## src/rtl/amem_pkg.sv

```systemverilog
package amem_pkg;

  localparam int CFG_W = 32;
  localparam int CNT_W = 6;

  typedef enum logic [2:0] {
    PH_IDLE   = 3'd0,
    PH_SETUP  = 3'd1,
    PH_STROBE = 3'd2,
    PH_HOLD   = 3'd3,
    PH_TURN   = 3'd4
  } phase_e;

  typedef struct packed {
    logic       sel_strobe;
    logic       ext_wait;
    logic [3:0] wr_setup;
    logic [5:0] wr_strobe;
    logic [2:0] wr_hold;
    logic [3:0] rd_setup;
    logic [5:0] rd_strobe;
    logic [2:0] rd_hold;
    logic [1:0] turn;
  } timing_t;

  // Field extraction; bits 1:0 (bus size) carry no behaviour for an 8-bit port.
  function automatic timing_t unpack_timing(input logic [CFG_W-1:0] w);
    timing_t t;
    t.sel_strobe = w[31];
    t.ext_wait   = w[30];
    t.wr_setup   = w[29:26];
    t.wr_strobe  = w[25:20];
    t.wr_hold    = w[19:17];
    t.rd_setup   = w[16:13];
    t.rd_strobe  = w[12:7];
    t.rd_hold    = w[6:4];
    t.turn       = w[3:2];
    return t;
  endfunction

  // Counter preload for a phase: the phase lasts preload + 1 cycles.
  function automatic logic [CNT_W-1:0] phase_load(input timing_t t, input logic wr,
                                                   input phase_e ph);
    logic [CNT_W-1:0] v;
    case (ph)
      PH_SETUP:  v = wr ? CNT_W'(t.wr_setup)  : CNT_W'(t.rd_setup);
      PH_STROBE: v = wr ? CNT_W'(t.wr_strobe) : CNT_W'(t.rd_strobe);
      PH_HOLD:   v = wr ? CNT_W'(t.wr_hold)   : CNT_W'(t.rd_hold);
      PH_TURN:   v = CNT_W'(t.turn);
      default:   v = '0;
    endcase
    return v;
  endfunction

  function automatic phase_e next_phase(input phase_e ph);
    phase_e n;
    case (ph)
      PH_SETUP:  n = PH_STROBE;
      PH_STROBE: n = PH_HOLD;
      PH_HOLD:   n = PH_TURN;
      default:   n = PH_IDLE;
    endcase
    return n;
  endfunction

endpackage

```

## src/rtl/amem_rdy_sync.sv

```systemverilog
module amem_rdy_sync #(
  parameter int STAGES = 2
) (
  input  logic clk,
  input  logic rst_n,
  input  logic d_i,
  output logic q_o
);
  generate
    if (STAGES <= 1) begin : g_single
      logic s_q;
      always_ff @(posedge clk or negedge rst_n) begin
        if (!rst_n) s_q <= 1'b0;
        else        s_q <= d_i;
      end
      assign q_o = s_q;
    end else begin : g_chain
      logic [STAGES-1:0] s_q;
      always_ff @(posedge clk or negedge rst_n) begin
        if (!rst_n) s_q <= '0;
        else        s_q <= {s_q[STAGES-2:0], d_i};
      end
      assign q_o = s_q[STAGES-1];
    end
  endgenerate
endmodule

```

## src/rtl/amem_phase_fsm.sv

```systemverilog
module amem_phase_fsm
  import amem_pkg::*;
(
  input  logic    clk,
  input  logic    rst_n,
  input  logic    start_i,
  input  logic    wr_i,
  input  timing_t tcfg_i,
  output phase_e  phase_o,
  output logic    last_o,
  output logic    wr_o,
  output timing_t tcfg_o
);
  phase_e           ph_q;
  logic [CNT_W-1:0] cnt_q;
  logic             wr_q;
  timing_t          tcfg_q;
  phase_e           ph_nxt;

  assign last_o = (cnt_q == '0);
  assign ph_nxt = next_phase(ph_q);

  always_ff @(posedge clk or negedge rst_n) begin
    if (!rst_n) begin
      ph_q   <= PH_IDLE;
      cnt_q  <= '0;
      wr_q   <= 1'b0;
      tcfg_q <= '0;
    end else if (ph_q == PH_IDLE) begin
      if (start_i) begin
        ph_q   <= PH_SETUP;
        cnt_q  <= phase_load(tcfg_i, wr_i, PH_SETUP);
        wr_q   <= wr_i;
        tcfg_q <= tcfg_i;
      end
    end else if (last_o) begin
      ph_q  <= ph_nxt;
      cnt_q <= phase_load(tcfg_q, wr_q, ph_nxt);
    end else begin
      cnt_q <= cnt_q - 1'b1;
    end
  end

  assign phase_o = ph_q;
  assign wr_o    = wr_q;
  assign tcfg_o  = tcfg_q;

  AST_PHASE_HOLDS: assert property (@(posedge clk) disable iff (!rst_n)
    (ph_q != PH_IDLE && !last_o) |=> (ph_q == $past(ph_q)));

  AST_TURN_ENDS_IDLE: assert property (@(posedge clk) disable iff (!rst_n)
    (ph_q == PH_TURN && last_o) |=> (ph_q == PH_IDLE));

endmodule

```

## src/rtl/amem_strobe_ctrl.sv

```systemverilog
module amem_strobe_ctrl
  import amem_pkg::*;
#(
  parameter int DATA_W      = 8,
  parameter int ADDR_W      = 8,
  parameter int CLE_BIT     = 1,
  parameter int ALE_BIT     = 2,
  parameter int SYNC_STAGES = 2,
  parameter int STAT_W      = 8
) (
  input  logic              clk,
  input  logic              rst_n,
  input  logic [CFG_W-1:0]  cfg_word,
  input  logic              req_valid,
  output logic              req_ready,
  input  logic              req_ctl,
  input  logic              req_wr,
  input  logic              req_steer,
  input  logic              req_skip,
  input  logic [ADDR_W-1:0] req_sel,
  input  logic [DATA_W-1:0] req_wdata,
  output logic              rsp_valid,
  output logic [DATA_W-1:0] rsp_rdata,
  output logic [STAT_W-1:0] stat_o,
  input  logic              mem_rdy,
  output logic              mem_cs_n,
  output logic              mem_oe_n,
  output logic              mem_we_n,
  output logic              mem_cle,
  output logic              mem_ale,
  output logic [DATA_W-1:0] mem_dq_o,
  output logic              mem_dq_oe,
  input  logic [DATA_W-1:0] mem_dq_i
);
  localparam int PAD_W = STAT_W - 2;

  timing_t           tcfg_live;
  timing_t           tcfg_lat;
  phase_e            phase;
  logic              ph_last;
  logic              acc_wr;
  logic              accept;
  logic              bus_start;
  logic              bus_wr;
  logic              steer_load;
  logic              in_access;
  logic              in_strobe;
  logic              read_capture;
  logic              cle_q, ale_q;
  logic [DATA_W-1:0] wdata_q;
  logic [DATA_W-1:0] rdata_q;
  logic              rsp_q;
  logic              rdy_sync;
  logic              unused_bits;

  assign tcfg_live    = unpack_timing(cfg_word);
  assign accept       = req_valid && req_ready;
  assign bus_start    = accept && !(req_ctl && req_skip);
  assign bus_wr       = req_ctl ? 1'b1 : req_wr;
  assign steer_load   = accept && req_ctl && req_steer;
  assign in_access    = (phase == PH_SETUP) || (phase == PH_STROBE) || (phase == PH_HOLD);
  assign in_strobe    = (phase == PH_STROBE);
  assign read_capture = in_strobe && ph_last && !acc_wr;

  amem_phase_fsm u_fsm (
    .clk     (clk),
    .rst_n   (rst_n),
    .start_i (bus_start),
    .wr_i    (bus_wr),
    .tcfg_i  (tcfg_live),
    .phase_o (phase),
    .last_o  (ph_last),
    .wr_o    (acc_wr),
    .tcfg_o  (tcfg_lat)
  );

  amem_rdy_sync #(.STAGES(SYNC_STAGES)) u_rdy (
    .clk   (clk),
    .rst_n (rst_n),
    .d_i   (mem_rdy),
    .q_o   (rdy_sync)
  );

  always_ff @(posedge clk or negedge rst_n) begin
    if (!rst_n) begin
      cle_q   <= 1'b0;
      ale_q   <= 1'b0;
      wdata_q <= '0;
      rdata_q <= '0;
      rsp_q   <= 1'b0;
    end else begin
      if (steer_load) begin
        cle_q <= req_sel[CLE_BIT];
        ale_q <= req_sel[ALE_BIT];
      end
      if (bus_start) wdata_q <= req_wdata;
      if (read_capture) rdata_q <= mem_dq_i;
      rsp_q <= read_capture;
    end
  end

  assign req_ready = (phase == PH_IDLE);
  assign mem_cs_n  = tcfg_lat.sel_strobe ? !in_strobe : !in_access;
  assign mem_oe_n  = !(in_strobe && !acc_wr);
  assign mem_we_n  = !(in_strobe && acc_wr);
  assign mem_dq_oe = in_access && acc_wr;
  assign mem_dq_o  = wdata_q;
  assign mem_cle   = cle_q;
  assign mem_ale   = ale_q;
  assign rsp_valid = rsp_q;
  assign rsp_rdata = rdata_q;
  assign stat_o    = {{PAD_W{1'b0}}, tcfg_live.ext_wait, rdy_sync};

  assign unused_bits = ^{cfg_word[1:0], req_sel, tcfg_lat.ext_wait, tcfg_lat.wr_setup,
                         tcfg_lat.wr_strobe, tcfg_lat.wr_hold, tcfg_lat.rd_setup,
                         tcfg_lat.rd_strobe, tcfg_lat.rd_hold, tcfg_lat.turn};

  AST_IDLE_QUIET: assert property (@(posedge clk) disable iff (!rst_n)
    req_ready |-> (mem_cs_n && mem_oe_n && mem_we_n && !mem_dq_oe));

  AST_SINGLE_STROBE: assert property (@(posedge clk) disable iff (!rst_n)
    !(!mem_oe_n && !mem_we_n));

  AST_STROBE_UNDER_CS: assert property (@(posedge clk) disable iff (!rst_n)
    (!mem_oe_n || !mem_we_n) |-> !mem_cs_n);

  AST_NO_DRIVE_ON_READ: assert property (@(posedge clk) disable iff (!rst_n)
    !mem_oe_n |-> !mem_dq_oe);

  AST_RSP_IN_HOLD: assert property (@(posedge clk) disable iff (!rst_n)
    rsp_valid |-> (phase == PH_HOLD && !acc_wr));

  AST_STEER_STABLE: assert property (@(posedge clk) disable iff (!rst_n)
    !steer_load |=> $stable({mem_cle, mem_ale}));

endmodule

```

## config.mk

```make
export PLATFORM = sky130hd
export DESIGN_NAME = amem_strobe_ctrl
export DESIGN_NICKNAME = d
export VERILOG_FILES = /design/src/rtl/amem_pkg.sv /design/src/rtl/amem_rdy_sync.sv /design/src/rtl/amem_phase_fsm.sv /design/src/rtl/amem_strobe_ctrl.sv
export SDC_FILE = /design/constraint.sdc
export NUM_CORES = 1
export LEC_CHECK = 0
export ABC_AREA = 1
export BUFFER_PORTS_ARGS = -buffer_cell sky130_fd_sc_hd__buf_2
export CAP_MARGIN = 20
export CELL_PAD_IN_SITES_DETAIL_PLACEMENT = 1
export CELL_PAD_IN_SITES_GLOBAL_PLACEMENT = 2
export CORE_MARGIN = 1.5
export CORE_UTILIZATION = 25
export DETAILED_ROUTE_END_ITERATION = 10
export GPL_TIMING_DRIVEN = 0
export PLACE_DENSITY_LB_ADDON = 0.25
export SKIP_LAST_GASP = 1
export SLEW_MARGIN = 20
export SYNTH_ARGS = -nofsm -noshare
export SYNTH_HDL_FRONTEND = slang
export SYNTH_HIERARCHICAL = 1
export SYNTH_SLANG_ARGS = --single-unit
```

## constraint.sdc

```tcl
create_clock -name clk -period 1.6 [get_ports clk]
set_input_delay 0.16 -clock clk [delete_from_list [all_inputs] [get_ports clk]]
set_output_delay 0.16 -clock clk [all_outputs]
set_load 0.01 [all_outputs]
```

Word level (Yosys, flattened, before mapping):

Index checks and enable logic that the tools add are counted.

* bits of input ports: 64
* register bits after elaboration: 60
* output and inout bits: 32

* reductions and logical operators: 23
* add/subtract/negate cells: 1
* mux-type cells: 14
* eq/ne operators: 8

Operators by type and width (number)
* 6-bit two-way mux: 4
* 6-bit one-hot mux with 4 select lines: 1
* 3-bit by 2-bit == test with 1-bit output (second input constant): 4
* 3-bit two-way mux: 4
* 1-bit logical AND: 10
* 3-bit one-hot mux with 3 select lines: 1
* 4-bit two-way mux: 2
* 3-bit by 1-bit == test with 1-bit output (second input constant): 2
* 1-bit zero test: 6
* 6-bit zero test: 1
* 6-bit by 1-bit subtractor with 6-bit output (second input constant): 1
* 2-bit AND reduction: 2
* 3-bit == test (second input constant): 1
* 3-bit zero test: 1
* 1-bit logical OR: 2
* 1-bit two-way mux: 2
* 2-bit by 1-bit != test with 1-bit output (second input constant): 1
* 2-bit nonzero test: 1

Depth between registers and ports, before layout:

* depth after elaboration: 6
* depth in mapped cells: 9
* mapped depth without buffers: 9

Cells and area by module:

The synthesis kept the hierarchy.

Modules (own cells, without submodules)
* amem_phase_fsm: sequential area each 1001.0 sq um, cells an instance 272, area each 2028.2 sq um, times used 1
* amem_strobe_ctrl: sequential area each 475.5 sq um, cells an instance 109, area each 915.9 sq um, times used 1
* amem_rdy_sync: sequential area each 50.0 sq um, cells an instance 2, area each 50.0 sq um, times used 1

Least setup slack after synthesis:

Ideal clock, no wire load.

* path kind: register to register
* start: register u_fsm.ph_q[0], in the netlist u_fsm/phase_o[0]
* end: register u_fsm.tcfg_q (netlist bit u_fsm/tcfg_o[13])
* period minus slack after synthesis: 1.625 ns
* setup time: 0.118 ns
* path buffers: 1
* cell stages (with the launch flop): 10
* arrival time: 1.506 ns
* setup slack: -0.025 ns
* path through: dfrtp_1 nor2_4 nand3_2 nor2_4 inv_2 nor2_8 inv_2 buf_4 nand2_1 nand2_1

* word-level cells in the longest chain between the ends: 4

Ends and longest elaborated chain
* start: declaration: RTL line amem_phase_fsm.sv:14 `phase_e ph_q;`
* start signal: assignment: RTL line amem_phase_fsm.sv:37 `ph_q <= ph_nxt;`
* 3-bit zero test: RTL line amem_strobe_ctrl.sv:102 `assign req_ready = (phase == PH_IDLE);`
* 1-bit logical AND: RTL line amem_strobe_ctrl.sv:57 `assign accept = req_valid && req_ready;`
* 1-bit logical AND: RTL line amem_strobe_ctrl.sv:58 `assign bus_start = accept && !(req_ctl && req_skip);`
* via bus_start: RTL line amem_strobe_ctrl.sv:43 `logic bus_start;`
* 2-bit AND reduction (no line)
* end signal: assignment: RTL line amem_phase_fsm.sv:34 `tcfg_q <= tcfg_i;`
* end: declaration: RTL line amem_phase_fsm.sv:17 `timing_t tcfg_q;`

The timed path passes the listed nets, and every way through them passes these cells.
A chain may end at the register's enable or synchronous reset.

Final worst setup path:

* start: register u_fsm.ph_q[1], in the netlist u_fsm/phase_o[1]
* end: output port mem_cs_n

* word-level cells in the longest chain between the ends: 5
* elaborated cells between the ends (all ways): 8
* those cells by class: eq/ne (3); mux (1); reduce/logical (4)

Ends and longest elaborated chain
* 3-bit by 1-bit == test with 1-bit output / 3-bit by 2-bit == test with 1-bit output (equally long branches): RTL line amem_strobe_ctrl.sv:61, amem_strobe_ctrl.sv:62
* 1-bit logical OR (2 in a row): RTL line amem_strobe_ctrl.sv:61 `assign in_access = (phase == PH_SETUP) || (phase == PH_STROBE) || (phase == PH_HOLD);`
* 1-bit zero test: RTL line amem_strobe_ctrl.sv:103 `assign mem_cs_n = tcfg_lat.sel_strobe ? !in_strobe : !in_access;`
* 1-bit two-way mux (*): RTL line amem_strobe_ctrl.sv:103
* end: declaration: RTL line amem_strobe_ctrl.sv:26 `output logic mem_cs_n,`

Every way passes the cells marked *; elsewhere a longest branch is shown, timed or not.

==> metrics.cfg <==
[outcome]
outcome = completed

[global_route]
grt_max_degree = 53
grt_pass1_vias = 2657
grt_pass1_wl_mm = 13.0
overflow = 0
grt_antenna_before_repair = 0
grt_use_total = 0.145

[logic_synthesis]
netlist_instances = 355
ys_warn_count = 6
synth_area_sq_um = 2680
syn_avg_cell_area_sq_um = 7.54

[cts]
cts_buffers = 5
root_buffer = clkbuf_8
clockBufferDepth = 2
htree_num_levels = 2
cts.sinks = 52
clk_pin_slew_ns = 0.10
clk_latency_ns = 0.30
cts_tree = built

[placed_design]
io_buffers = 80
placed_cells = 576
gp_congestion = 0.738
dp.final_hpwl_mm = 5.65

[power]
p_clk_frac = 0.357
internal_power_w = 0.00174
powerDensity_nw_per_um2 = 612
combinationalPowerShare = 0.059
p_switching_w = 0.000520
ir_drop_mv = 0.357
p_sw_frac = 0.231
power_frac_seq = 0.583
p_leak_nw = 2.04
power_w = 0.00226

[cells_and_area]
final_util = 0.356
num-nets-final = 539
areaGrowthSynthToFinish_pct = 37.7
layout-drive-gt1-share = 0.352
diodes = 0
stdcell_count = 610

[sta]
min_period_ns = 1.54
min_period_over_period = 0.965
setup_viol = 0
rsz0062_at_grt = true
tightest_slew_ns = 0.699
slew_violations = 0
max_slew_margin = 0.534
fmax_ghz = 0.648
clock_skew_ns = 0.00940
timing.hold.ws_ns = 0.0492
hold_violations = 0

[route]
drc_errors = 0
wl_per_cell_um = 13.3
first_pass_iters = 4
wl_mm = 8.08
drtIter0Drc = 92
vias_per_cell = 4.27
antenna_left = 0
vias = 2602

[die]
coreArea_sq_um = 10400
ios = 96
start_util = 0.258
fp.dieW_um = 106
placementRows = 37
die_y_um = 106
dieArea_sq_um = 11300

[setup_path]
crit_arrival_ns = 1.38
worstPathMaxFanout = 3
worst_setup_path_start_kind = flip-flop
cp.required_ns = 1.44
cp-end-kind = output port
worst-setup-path-type = flip-flop to output port

[min_path]
hold_class = primary input to flip-flop

[flow_run]
maxCapViolations = 0

-- routing by layer --
metal | track usage | vias to the layer above | wire length (um)
met4 | 0.0257 | 0 | 35
met1 | 0.198 | 1237 | 3920
met3 | 0.0233 | 2 | 209
met5 | 0 | - | 0
met2 | 0.245 | 40 | 3920
li1 | - | 1323 | -
-- repair_timing --
item	CTS	global route
pin swaps	3	16
gates cloned	0	1
hold buffers	2	0
endpoints found under the hold margin	53	0
setup endpoints to repair	41	42
resized for setup	9	32
buffers inserted	13	10
-- registers in the layout (all words and copies together) (netlist names), 2 cells and up --
| name | flops |
|---|---|
| mem_dq_o | 8 |
| u_fsm/phase_o | 3 |
| u_fsm/cnt_q | 6 |
| rsp_rdata | 8 |
| u_fsm/tcfg_o | 21 |
| u_rdy/g_chain.s_q | 2 |
-- path summary, 6_finish.rpt --
check                                               start                              to  slack [ns]  depth (start not counted)
max                          u_fsm/phase_o[1]$_DFFE_PN0P_                        mem_cs_n        0.06                          4
min                                          req_wdata[5]         mem_dq_o[5]$_DFFE_PN0P_        0.05                          3
max reg2reg                  u_fsm/phase_o[2]$_DFFE_PN0P_          u_fsm/wr_o$_DFFE_PN0P_        0.06                          7
min reg2reg                u_rdy/g_chain.s_q[0]$_DFF_PN0_  u_rdy/g_chain.s_q[1]$_DFF_PN0_        0.36                          0
max in group asynchronous                           rst_n    u_fsm/phase_o[2]$_DFFE_PN0P_        0.65                          2
min in group asynchronous                           rst_n             rsp_valid$_DFF_PN0_        0.43                          2
-- final cells by class --
class | instances | area (sq um)
timing repair buffer | 105 | 603
clock buffer | 7 | 86.3
tap | 136 | 170
clock inverter | 1 | 7.51
fill | 1319 | 6680
sequential | 52 | 1310
buffer | 16 | 144
inverter | 28 | 110
multi-input combinational | 265 | 1260
-- cell usage in the layout (no fill, tap or decap), types with 2 or more instances in the layout --
master / instances
clkbuf_8: 6
buf_6: 7
nand2_2: 12
dlygate4sd3_1: 2
dfrtp_2: 3
nand3_4: 2
nand2_1: 175
buf_4: 30
conb_1: 6
buf_2: 80
nor2_4: 7
o21ai_0: 7
nand3_1: 11
nor2_1: 16
inv_4: 2
inv_1: 19
dfrtp_1: 49
nand4_1: 13
a21oi_1: 2
inv_2: 6
nand3b_1: 2
-- power by group through the flow --
stage	combinational [W]	clock (W)	sequential, W
after global routing	0.000152	0.000907	0.00132
after global placement	0.000132	0	0.00134
after detailed placement	0.000134	0	0.00134
after floorplan	0.0000316	0	0.00134
after CTS	0.000138	0.000852	0.00132
final	0.000134	0.000807	0.00132
-- metrics by stage --
stage	worst slack (ns)	TNS, ns	area (sq um)
global route	-0.0426	-0.628	3690
detailed placement	-0.404	-12.07	3270
floorplan	0.00833	0	2700
global placement	-0.385	-11.23	3270
finish	0.0564	0	3690
CTS	0.0123	0	3510
-- critical path: stages (launching register included) --
cell,delay [ns]
dfrtp_2,0.44
buf_4,0.14
o21ai_0,0.25
a21o_2,0.13
buf_2,0.12
(Power assumes the default switching activity.)
